## config.mk

```make
export PLATFORM = sky130hd
export DESIGN_NAME = write_watch_recorder
export DESIGN_NICKNAME = d
export VERILOG_FILES = /design/src/rtl/wwr_pkg.sv /design/src/rtl/wwr_ring.sv /design/src/rtl/wwr_ctx.sv /design/src/rtl/wwr_regwatch.sv /design/src/rtl/write_watch_recorder.sv
export SDC_FILE = /design/constraint.sdc
export NUM_CORES = 1
export LEC_CHECK = 0
export CAP_MARGIN = 0
export CORE_MARGIN = 5
export CORE_UTILIZATION = 53
export CTS_CLUSTER_SIZE = 8
export DETAILED_ROUTE_END_ITERATION = 12
export PLACE_DENSITY = 0.76
export SYNTH_ARGS = -nofsm -noshare
export SYNTH_HDL_FRONTEND = slang
export SYNTH_SLANG_ARGS = --single-unit
```

## constraint.sdc

```tcl
create_clock -name clk -period 8.4 [get_ports clk]
set_clock_uncertainty 0.05 [all_clocks]
set_input_delay 1.26 -clock clk [delete_from_list [all_inputs] [get_ports clk]]
set_output_delay 1.26 -clock clk [all_outputs]
set_load 0.05 [all_outputs]
```

## src/rtl/wwr_pkg.sv

```systemverilog
package wwr_pkg;
    localparam int ADDR_W = 16;
    localparam int DATA_W = 8;

    typedef struct packed {
        logic [ADDR_W-1:0] pc;
        logic [DATA_W-1:0] written;
        logic [DATA_W-1:0] applied;
    } reg_rec_t;

    localparam int REG_REC_W = $bits(reg_rec_t);
endpackage

```

## src/rtl/wwr_ring.sv

```systemverilog
module wwr_ring #(
    parameter int DEPTH = 8,
    parameter int W     = 40,
    localparam int PW   = (DEPTH > 1) ? $clog2(DEPTH) : 1,
    localparam int FW   = $clog2(DEPTH + 1)
) (
    input  logic          clk,
    input  logic          rst_n,
    input  logic          clr,
    input  logic          push,
    input  logic [W-1:0]  din,
    input  logic [PW-1:0] rd_idx,
    output logic [W-1:0]  dout,
    output logic [FW-1:0] fill
);
    typedef struct packed {
        logic [DEPTH-1:0][W-1:0] mem;
        logic [PW-1:0]           wptr;
        logic [FW-1:0]           fill;
    } ring_t;

    ring_t ring_d, ring_q;
    logic [FW-1:0] fill_q;
    int slot;

    always_comb begin
        ring_d = ring_q;
        if (clr) begin
            ring_d = '0;
        end else if (push) begin
            ring_d.mem[ring_q.wptr] = din;
            ring_d.wptr = (ring_q.wptr == PW'(DEPTH - 1)) ? '0 : ring_q.wptr + 1'b1;
            if (int'(ring_q.fill) < DEPTH)
                ring_d.fill = ring_q.fill + 1'b1;
        end
    end

    always_ff @(posedge clk or negedge rst_n) begin
        if (!rst_n) ring_q <= '0;
        else        ring_q <= ring_d;
    end

    // newest entry sits just below the write pointer
    always_comb begin
        slot = (int'(ring_q.wptr) + DEPTH * (2 ** PW) - 1 - int'(rd_idx)) % DEPTH;
        if (int'(rd_idx) < int'(ring_q.fill))
            dout = ring_q.mem[slot[PW-1:0]];
        else
            dout = '0;
    end

    assign fill   = ring_q.fill;
    assign fill_q = ring_q.fill;

    // occupancy never passes the depth
    a_r4_fill_bound: assert property (@(posedge clk) disable iff (!rst_n)
        int'(fill_q) <= DEPTH);
    // each accepted push grows an unfilled ring by one
    a_r4_fill_grow: assert property (@(posedge clk) disable iff (!rst_n)
        (push && !clr && int'(fill_q) < DEPTH) |=> fill_q == $past(fill_q) + 1'b1);
endmodule

```

## src/rtl/wwr_ctx.sv

```systemverilog
module wwr_ctx #(
    parameter logic [15:0] VBLANK_VEC = 16'h0040,
    parameter int          NEST_W     = 4
) (
    input  logic        clk,
    input  logic        rst_n,
    input  logic        clr,
    input  logic        take,
    input  logic [15:0] vec,
    input  logic        ret,
    output logic        active
);
    typedef struct packed {
        logic              active;
        logic [NEST_W-1:0] nest;
    } ctx_t;

    localparam logic [NEST_W-1:0] NEST_MAX = '1;

    ctx_t ctx_d, ctx_q;

    always_comb begin
        ctx_d = ctx_q;
        if (clr) begin
            ctx_d = '0;
        end else begin
            if (ret && ctx_d.active) begin
                if (ctx_d.nest == '0) ctx_d.active = 1'b0;
                else                  ctx_d.nest   = ctx_d.nest - 1'b1;
            end
            if (take) begin
                if (!ctx_d.active && vec == VBLANK_VEC) begin
                    ctx_d.active = 1'b1;
                    ctx_d.nest   = '0;
                end else if (ctx_d.active && ctx_d.nest != NEST_MAX) begin
                    ctx_d.nest = ctx_d.nest + 1'b1;
                end
            end
        end
    end

    always_ff @(posedge clk or negedge rst_n) begin
        if (!rst_n) ctx_q <= '0;
        else        ctx_q <= ctx_d;
    end

    assign active = ctx_q.active;

    // entering through the vertical-blank vector raises the flag
    a_r6_enter: assert property (@(posedge clk) disable iff (!rst_n)
        (!clr && take && !active && vec == VBLANK_VEC) |=> active);
    // return at depth zero with no new entry drops the flag
    a_r6_leave: assert property (@(posedge clk) disable iff (!rst_n)
        (!clr && ret && !take && active && ctx_q.nest == '0) |=> !active);
    // while inactive, a return alone changes nothing
    a_r6_idle_ret: assert property (@(posedge clk) disable iff (!rst_n)
        (!clr && !take && !active) |=> !active);
endmodule

```

## src/rtl/wwr_regwatch.sv

```systemverilog
module wwr_regwatch
    import wwr_pkg::*;
#(
    parameter logic [ADDR_W-1:0] REG_ADDR = 16'hFF0F,
    parameter int                DEPTH    = 5,
    localparam int IW = (DEPTH > 1) ? $clog2(DEPTH) : 1,
    localparam int FW = $clog2(DEPTH + 1)
) (
    input  logic              clk,
    input  logic              rst_n,
    input  logic              clr,
    input  logic              wr_en,
    input  logic [ADDR_W-1:0] wr_addr,
    input  logic [ADDR_W-1:0] wr_pc,
    input  logic [DATA_W-1:0] wr_data,
    input  logic [DATA_W-1:0] readback,
    input  logic [IW-1:0]     rd_idx,
    output reg_rec_t          rd_rec,
    output logic [FW-1:0]     fill
);
    typedef struct packed {
        logic              valid;
        logic [ADDR_W-1:0] pc;
        logic [DATA_W-1:0] data;
    } pend_t;

    pend_t    pend_d, pend_q;
    logic     hit;
    logic     push;
    reg_rec_t rec_in;
    logic [REG_REC_W-1:0] rd_raw;

    assign hit = wr_en && (wr_addr == REG_ADDR);

    always_comb begin
        pend_d = pend_q;
        if (clr) begin
            pend_d = '0;
        end else begin
            pend_d.valid = hit;
            pend_d.pc    = wr_pc;
            pend_d.data  = wr_data;
        end
    end

    always_ff @(posedge clk or negedge rst_n) begin
        if (!rst_n) pend_q <= '0;
        else        pend_q <= pend_d;
    end

    // applied byte is sampled in the cycle after the write
    assign push           = pend_q.valid && !clr;
    assign rec_in.pc      = pend_q.pc;
    assign rec_in.written = pend_q.data;
    assign rec_in.applied = readback;

    wwr_ring #(.DEPTH(DEPTH), .W(REG_REC_W)) i_ring (
        .clk    (clk),
        .rst_n  (rst_n),
        .clr    (clr),
        .push   (push),
        .din    (rec_in),
        .rd_idx (rd_idx),
        .dout   (rd_raw),
        .fill   (fill)
    );

    assign rd_rec = reg_rec_t'(rd_raw);

    // a register write is committed on the following cycle unless cleared
    a_r5_commit: assert property (@(posedge clk) disable iff (!rst_n)
        (hit && !clr) |=> (push || clr));
    // nothing is committed without a write the cycle before
    a_r5_no_spurious: assert property (@(posedge clk) disable iff (!rst_n)
        !(hit && !clr) |=> !push);
endmodule

```

## src/rtl/write_watch_recorder.sv

```systemverilog
module write_watch_recorder
    import wwr_pkg::*;
#(
    parameter logic [15:0] WATCH_ADDR = 16'hFFC5,
    parameter logic [15:0] IF_ADDR    = 16'hFF0F,
    parameter logic [15:0] IE_ADDR    = 16'hFFFF,
    parameter logic [15:0] VBLANK_VEC = 16'h0040,
    parameter int GEN_DEPTH = 8,
    parameter int REG_DEPTH = 5,
    parameter int CNT_W     = 16,
    parameter int FRAME_W   = 16,
    parameter int NEST_W    = 4,
    localparam int GEN_IW = (GEN_DEPTH > 1) ? $clog2(GEN_DEPTH) : 1,
    localparam int REG_IW = (REG_DEPTH > 1) ? $clog2(REG_DEPTH) : 1,
    localparam int GEN_FW = $clog2(GEN_DEPTH + 1),
    localparam int REG_FW = $clog2(REG_DEPTH + 1)
) (
    input  logic               clk,
    input  logic               rst_n,
    input  logic               clr,
    input  logic               wr_en,
    input  logic [15:0]        wr_addr,
    input  logic [7:0]         wr_data,
    input  logic [15:0]        wr_pc,
    input  logic [FRAME_W-1:0] frame_num,
    input  logic               irq_take,
    input  logic [15:0]        irq_vec,
    input  logic               irq_ret,
    input  logic [7:0]         if_readback,
    input  logic [7:0]         ie_readback,
    input  logic [GEN_IW-1:0]  gen_sel,
    input  logic [REG_IW-1:0]  if_sel,
    input  logic [REG_IW-1:0]  ie_sel,
    output logic               vblank_active,
    output logic [CNT_W-1:0]   total_cnt,
    output logic [CNT_W-1:0]   vblank_cnt,
    output logic               first_seen,
    output logic [FRAME_W-1:0] first_frame,
    output logic [GEN_FW-1:0]  gen_fill,
    output logic [FRAME_W-1:0] gen_frame,
    output logic [15:0]        gen_pc,
    output logic [7:0]         gen_data,
    output logic [REG_FW-1:0]  if_fill,
    output logic [15:0]        if_pc,
    output logic [7:0]         if_written,
    output logic [7:0]         if_applied,
    output logic [REG_FW-1:0]  ie_fill,
    output logic [15:0]        ie_pc,
    output logic [7:0]         ie_written,
    output logic [7:0]         ie_applied
);
    localparam int GEN_W = FRAME_W + ADDR_W + DATA_W;
    localparam logic [CNT_W-1:0] CNT_MAX = '1;

    typedef struct packed {
        logic [CNT_W-1:0]   total;
        logic [CNT_W-1:0]   in_vb;
        logic               seen;
        logic [FRAME_W-1:0] frame;
    } stats_t;

    stats_t stats_d, stats_q;
    logic   hit;
    logic   vb_act;
    logic [GEN_W-1:0] gen_in, gen_out;
    reg_rec_t if_rec, ie_rec;

    assign hit = wr_en && (wr_addr == WATCH_ADDR);

    wwr_ctx #(.VBLANK_VEC(VBLANK_VEC), .NEST_W(NEST_W)) i_ctx (
        .clk    (clk),
        .rst_n  (rst_n),
        .clr    (clr),
        .take   (irq_take),
        .vec    (irq_vec),
        .ret    (irq_ret),
        .active (vb_act)
    );

    always_comb begin
        stats_d = stats_q;
        if (clr) begin
            stats_d = '0;
        end else if (hit) begin
            if (stats_q.total != CNT_MAX)
                stats_d.total = stats_q.total + 1'b1;
            if (vb_act && stats_q.in_vb != CNT_MAX)
                stats_d.in_vb = stats_q.in_vb + 1'b1;
            if (!stats_q.seen) begin
                stats_d.seen  = 1'b1;
                stats_d.frame = frame_num;
            end
        end
    end

    always_ff @(posedge clk or negedge rst_n) begin
        if (!rst_n) stats_q <= '0;
        else        stats_q <= stats_d;
    end

    assign gen_in = {frame_num, wr_pc, wr_data};

    wwr_ring #(.DEPTH(GEN_DEPTH), .W(GEN_W)) i_gen_ring (
        .clk    (clk),
        .rst_n  (rst_n),
        .clr    (clr),
        .push   (hit && !clr),
        .din    (gen_in),
        .rd_idx (gen_sel),
        .dout   (gen_out),
        .fill   (gen_fill)
    );

    wwr_regwatch #(.REG_ADDR(IF_ADDR), .DEPTH(REG_DEPTH)) i_if_watch (
        .clk      (clk),
        .rst_n    (rst_n),
        .clr      (clr),
        .wr_en    (wr_en),
        .wr_addr  (wr_addr),
        .wr_pc    (wr_pc),
        .wr_data  (wr_data),
        .readback (if_readback),
        .rd_idx   (if_sel),
        .rd_rec   (if_rec),
        .fill     (if_fill)
    );

    wwr_regwatch #(.REG_ADDR(IE_ADDR), .DEPTH(REG_DEPTH)) i_ie_watch (
        .clk      (clk),
        .rst_n    (rst_n),
        .clr      (clr),
        .wr_en    (wr_en),
        .wr_addr  (wr_addr),
        .wr_pc    (wr_pc),
        .wr_data  (wr_data),
        .readback (ie_readback),
        .rd_idx   (ie_sel),
        .rd_rec   (ie_rec),
        .fill     (ie_fill)
    );

    assign vblank_active = vb_act;
    assign total_cnt     = stats_q.total;
    assign vblank_cnt    = stats_q.in_vb;
    assign first_seen    = stats_q.seen;
    assign first_frame   = stats_q.frame;
    assign gen_frame     = gen_out[GEN_W-1 -: FRAME_W];
    assign gen_pc        = gen_out[DATA_W +: ADDR_W];
    assign gen_data      = gen_out[DATA_W-1:0];
    assign if_pc         = if_rec.pc;
    assign if_written    = if_rec.written;
    assign if_applied    = if_rec.applied;
    assign ie_pc         = ie_rec.pc;
    assign ie_written    = ie_rec.written;
    assign ie_applied    = ie_rec.applied;

    // an unsaturated counter steps by one per watched write
    a_r1_total_step: assert property (@(posedge clk) disable iff (!rst_n)
        (hit && !clr && total_cnt != CNT_MAX) |=> total_cnt == $past(total_cnt) + 1'b1);
    // saturated counter stays put until cleared
    a_r1_total_sat: assert property (@(posedge clk) disable iff (!rst_n)
        (total_cnt == CNT_MAX && !clr) |=> total_cnt == CNT_MAX);
    // handler-context writes are a subset of all writes
    a_r2_vb_subset: assert property (@(posedge clk) disable iff (!rst_n)
        vblank_cnt <= total_cnt);
    // once latched, the first frame never moves without a clear
    a_r3_first_hold: assert property (@(posedge clk) disable iff (!rst_n)
        (first_seen && !clr) |=> $stable(first_frame) && first_seen);
    // without a watched write the counters hold
    a_r8_quiet: assert property (@(posedge clk) disable iff (!rst_n)
        (!hit && !clr) |=> ($stable(total_cnt) && $stable(vblank_cnt)));
    // clear empties the counters and the general history
    a_r7_clear: assert property (@(posedge clk) disable iff (!rst_n)
        clr |=> (total_cnt == '0 && gen_fill == '0 && !first_seen && !vblank_active));
endmodule

```

==> impl_metrics.toml <==
[sta]
finalSetupViolations = 0
tightest_slew_ps = 1320
hold_viol = 0
fin_ws_ps = 239
slew_viol_final = 0
period_share_pct = 97.2
max_slew_margin_pct = 11.0
max_freq_mhz = 123
period_needed_ps = 8160

[drt]
via_per_inst = 6.25
vias = 33700
drc = 0
drt-total-wl_mm = 122
drtAntennaViolNets = 0
wl_per_cell_um = 22.7
dr.pass1.iters = 6
drtIter0Drc = 4029

[floorplanning]
rows = 99
chipHeight_um = 282
start_util_pct = 53.5
fp.coreArea_mm2 = 0.0731
die_area_mm2 = 0.0793
io_pins = 267
die_w_um = 282

[cts]
cts_buffer_depth = 3
cts-root-buf = "clkbuf_16"
htreeDepth = 3
cts_hold_buffers = 0
insertion_delay_ps = 650
cts_tree = "built"
clkSinkCount = 739
path_clk_slew_ps = 50
numCtsBuffers = 102

[placement]
placed_area_mm2 = 0.0433
dpl.hpwl_mm = 72.7
gp_congestion = 0.910
io_buffers = 266
place_ws_ps = -187

[logic_synthesis]
yosysSeqAreaShare_pct = 47.3
ys_warn_count = 0
synth_nets = 4461
synth_area_mm2 = 0.0391
syn_area_per_cell_um2 = 9.06
syn_inst = 4313
synth-main-ff-cell = "dfrtp_1"
synthArstFlopShare_pct = 100
yosysUniqueCellTypes = 90
synth_edf_count = 0
ys_seq_elements = 739

[pwr]
peakVddDrop_uv = 150
powerDensity_mw_per_mm2 = 173
p_leak_nw = 18.5
report.power.total_w = 0.00802

[finish]
final_area_mm2 = 0.0464
post-route-util_pct = 63.5
syn_to_final_growth_pct = 18.7
nets = 4574
drive_above_1_share_pct = 14.5
final_common_cell = "nand2_1"
layout_common_cells = "1452 x nand2_1, 735 x dfrtp_1, 732 x a21oi_1"

[global_route]
grt_max_degree = 159
gr-total-overflow = 0
grtUsageTotal_pct = 30.4
antenna_found_initial = 7
grt_pass1_vias = 34100
grt_pass1_wl_mm = 193

[worst_setup_path]
cp-start-kind = "primary input"
crit_required_ps = 7090
path_buf_inv = 6
critPathTopFamily = "compound AO/OA/AOI/OAI gates"
cp.arrival_ps = 6850
worst_path_largest_cell_delay_ps = 480
end_kind = "output port"
crit_type = "primary input to output port"
critPathMaxFanout = 4
slowest_stage = "clkdlybuf4s50_1"

[hold_path]
hp-class = "flop to flop"

[run]
maxCapViolations = 0

[status]
status = "completed"
==> state kept, by name, summed over array words and instances (netlist names) <==
register                  flops
i_gen_ring.ring_q           323
i_ie_watch.i_ring.ring_q    163
i_if_watch.i_ring.ring_q    163
i_ie_watch.pend_q            25
first_frame                  16
total_cnt                    16
vblank_cnt                   16
i_ctx.ctx_q                   4
i_gen_ring.fill               4
i_ie_watch.i_ring.fill        3
i_if_watch.i_ring.fill        3
first_seen                    1
i_ctx.active                  1
i_if_watch.pend_q             1
==> synth_stat cells (5+ instances only) <==
master | instances | area, um^2
nor2_1 | 118 | 443
o211ai_1 | 6 | 45.0
a21o_1 | 5 | 37.5
inv_1 | 44 | 165
xor2_1 | 26 | 228
dfrtp_1 | 739 | 18500
nand2b_1 | 12 | 75.1
or3_1 | 8 | 50.1
and2b_1 | 17 | 128
nand3b_1 | 5 | 37.5
o21ai_0 | 24 | 120
nand3_1 | 32 | 160
xnor2_1 | 16 | 140
nor2b_1 | 46 | 288
nor3_1 | 51 | 255
a221oi_1 | 33 | 289
mux2i_1 | 40 | 400
buf_4 | 10 | 75.1
o21a_1 | 5 | 37.5
buf_2 | 19 | 95.1
and3_1 | 44 | 275
ha_1 | 42 | 526
nand2_1 | 1456 | 5470
a221o_1 | 66 | 661
o21ai_1 | 5 | 25.0
clkbuf_1 | 349 | 1310
nor4_1 | 9 | 56.3
nand4_1 | 16 | 100
a211o_1 | 5 | 43.8
buf_6 | 10 | 113
a21oi_1 | 734 | 3670
buf_1 | 15 | 56.3
mux4_2 | 176 | 3960
and2_1 | 8 | 50.1
a31oi_1 | 10 | 62.6
a211oi_1 | 11 | 82.6
==> worst min-delay path: stages, from the launching register on <==
cell,delay [ps]
dfrtp_1,370
nand2_1,50
a21oi_1,50
==> through the flow <==
stage	cells	hold slack [ps]	TNS [ps]
finish	5395	465	0
global route	5392	481	-803
CTS	5369	468	0
detailed placement	5259	462	-5300
global placement	5259	455	-1350
floorplan	4313	447	0
==> worst paths after layout <==
check	from	slack [ps]	to	depth (start not counted)
max in group asynchronous	rst_n	5890	i_gen_ring.ring_q[234]$_DFFE_PN0P_	3
min	i_gen_ring.ring_q[43]$_DFFE_PN0P_	460	i_gen_ring.ring_q[43]$_DFFE_PN0P_	2
min in group asynchronous	rst_n	570	i_ie_watch.i_ring.ring_q[141]$_DFFE_PN0P_	1
min reg2reg	i_gen_ring.ring_q[43]$_DFFE_PN0P_	460	i_gen_ring.ring_q[43]$_DFFE_PN0P_	2
max reg2reg	i_if_watch.pend_q[24]$_DFF_PN0_	5430	i_if_watch.i_ring.ring_q[60]$_DFFE_PN0P_	6
max	if_sel[0]	240	if_pc[11]	26
==> layout make-up <==
type	count	area, um^2
clock buffers	103	2570
repair buffers	412	4650
diodes	6	15.0
flip-flops and latches	739	18500
fillers	5842	26700
inverters	46	179
multi-input cells	3125	19200
clock inverters	5	58.8
well taps	959	1200
==> power breakdown <==
group	internal, W	switching, W
clock network	0.00213	0.00146
registers	0.00357	0.0000305
logic	0.000283	0.000546
==> metal layers <==
| layer | vias to the layer above | part of all wire (%) | wire length, um | GRT usage, % |
|---|---|---|---|---|
| li1 | 15000 | - | - | - |
| met1 | 16700 | 38 | 46300 | 40.1 |
| met2 | 1772 | 49 | 59800 | 49.8 |
| met3 | 297 | 9.3 | 11400 | 6.19 |
| met4 | 4 | 4.0 | 4860 | 12.8 |
| met5 | - | 0.024 | 29 | 0 |
==> logic make-up after synthesis <==
family                     after synthesis  share of synthesized area (%)
adders and majority gates               45                           1.50
and+or+nand+nor                       1863                           19.9
DFF                                    739                           47.3
buffers and inverters                  449                           4.66
AOI/OAI and AO/OA                      952                           14.2
muxes                                  219                           11.3
xor gates and xnor gates                46                           1.11
==> timing repair <==
action,4_1_cts,5_1_grt
buffers inserted,1,17
pin swaps,5,48
gates resized for setup,7,41
gates cloned,1,3
endpoints found under the setup margin,32,64
(Power assumes the default switching activity.)
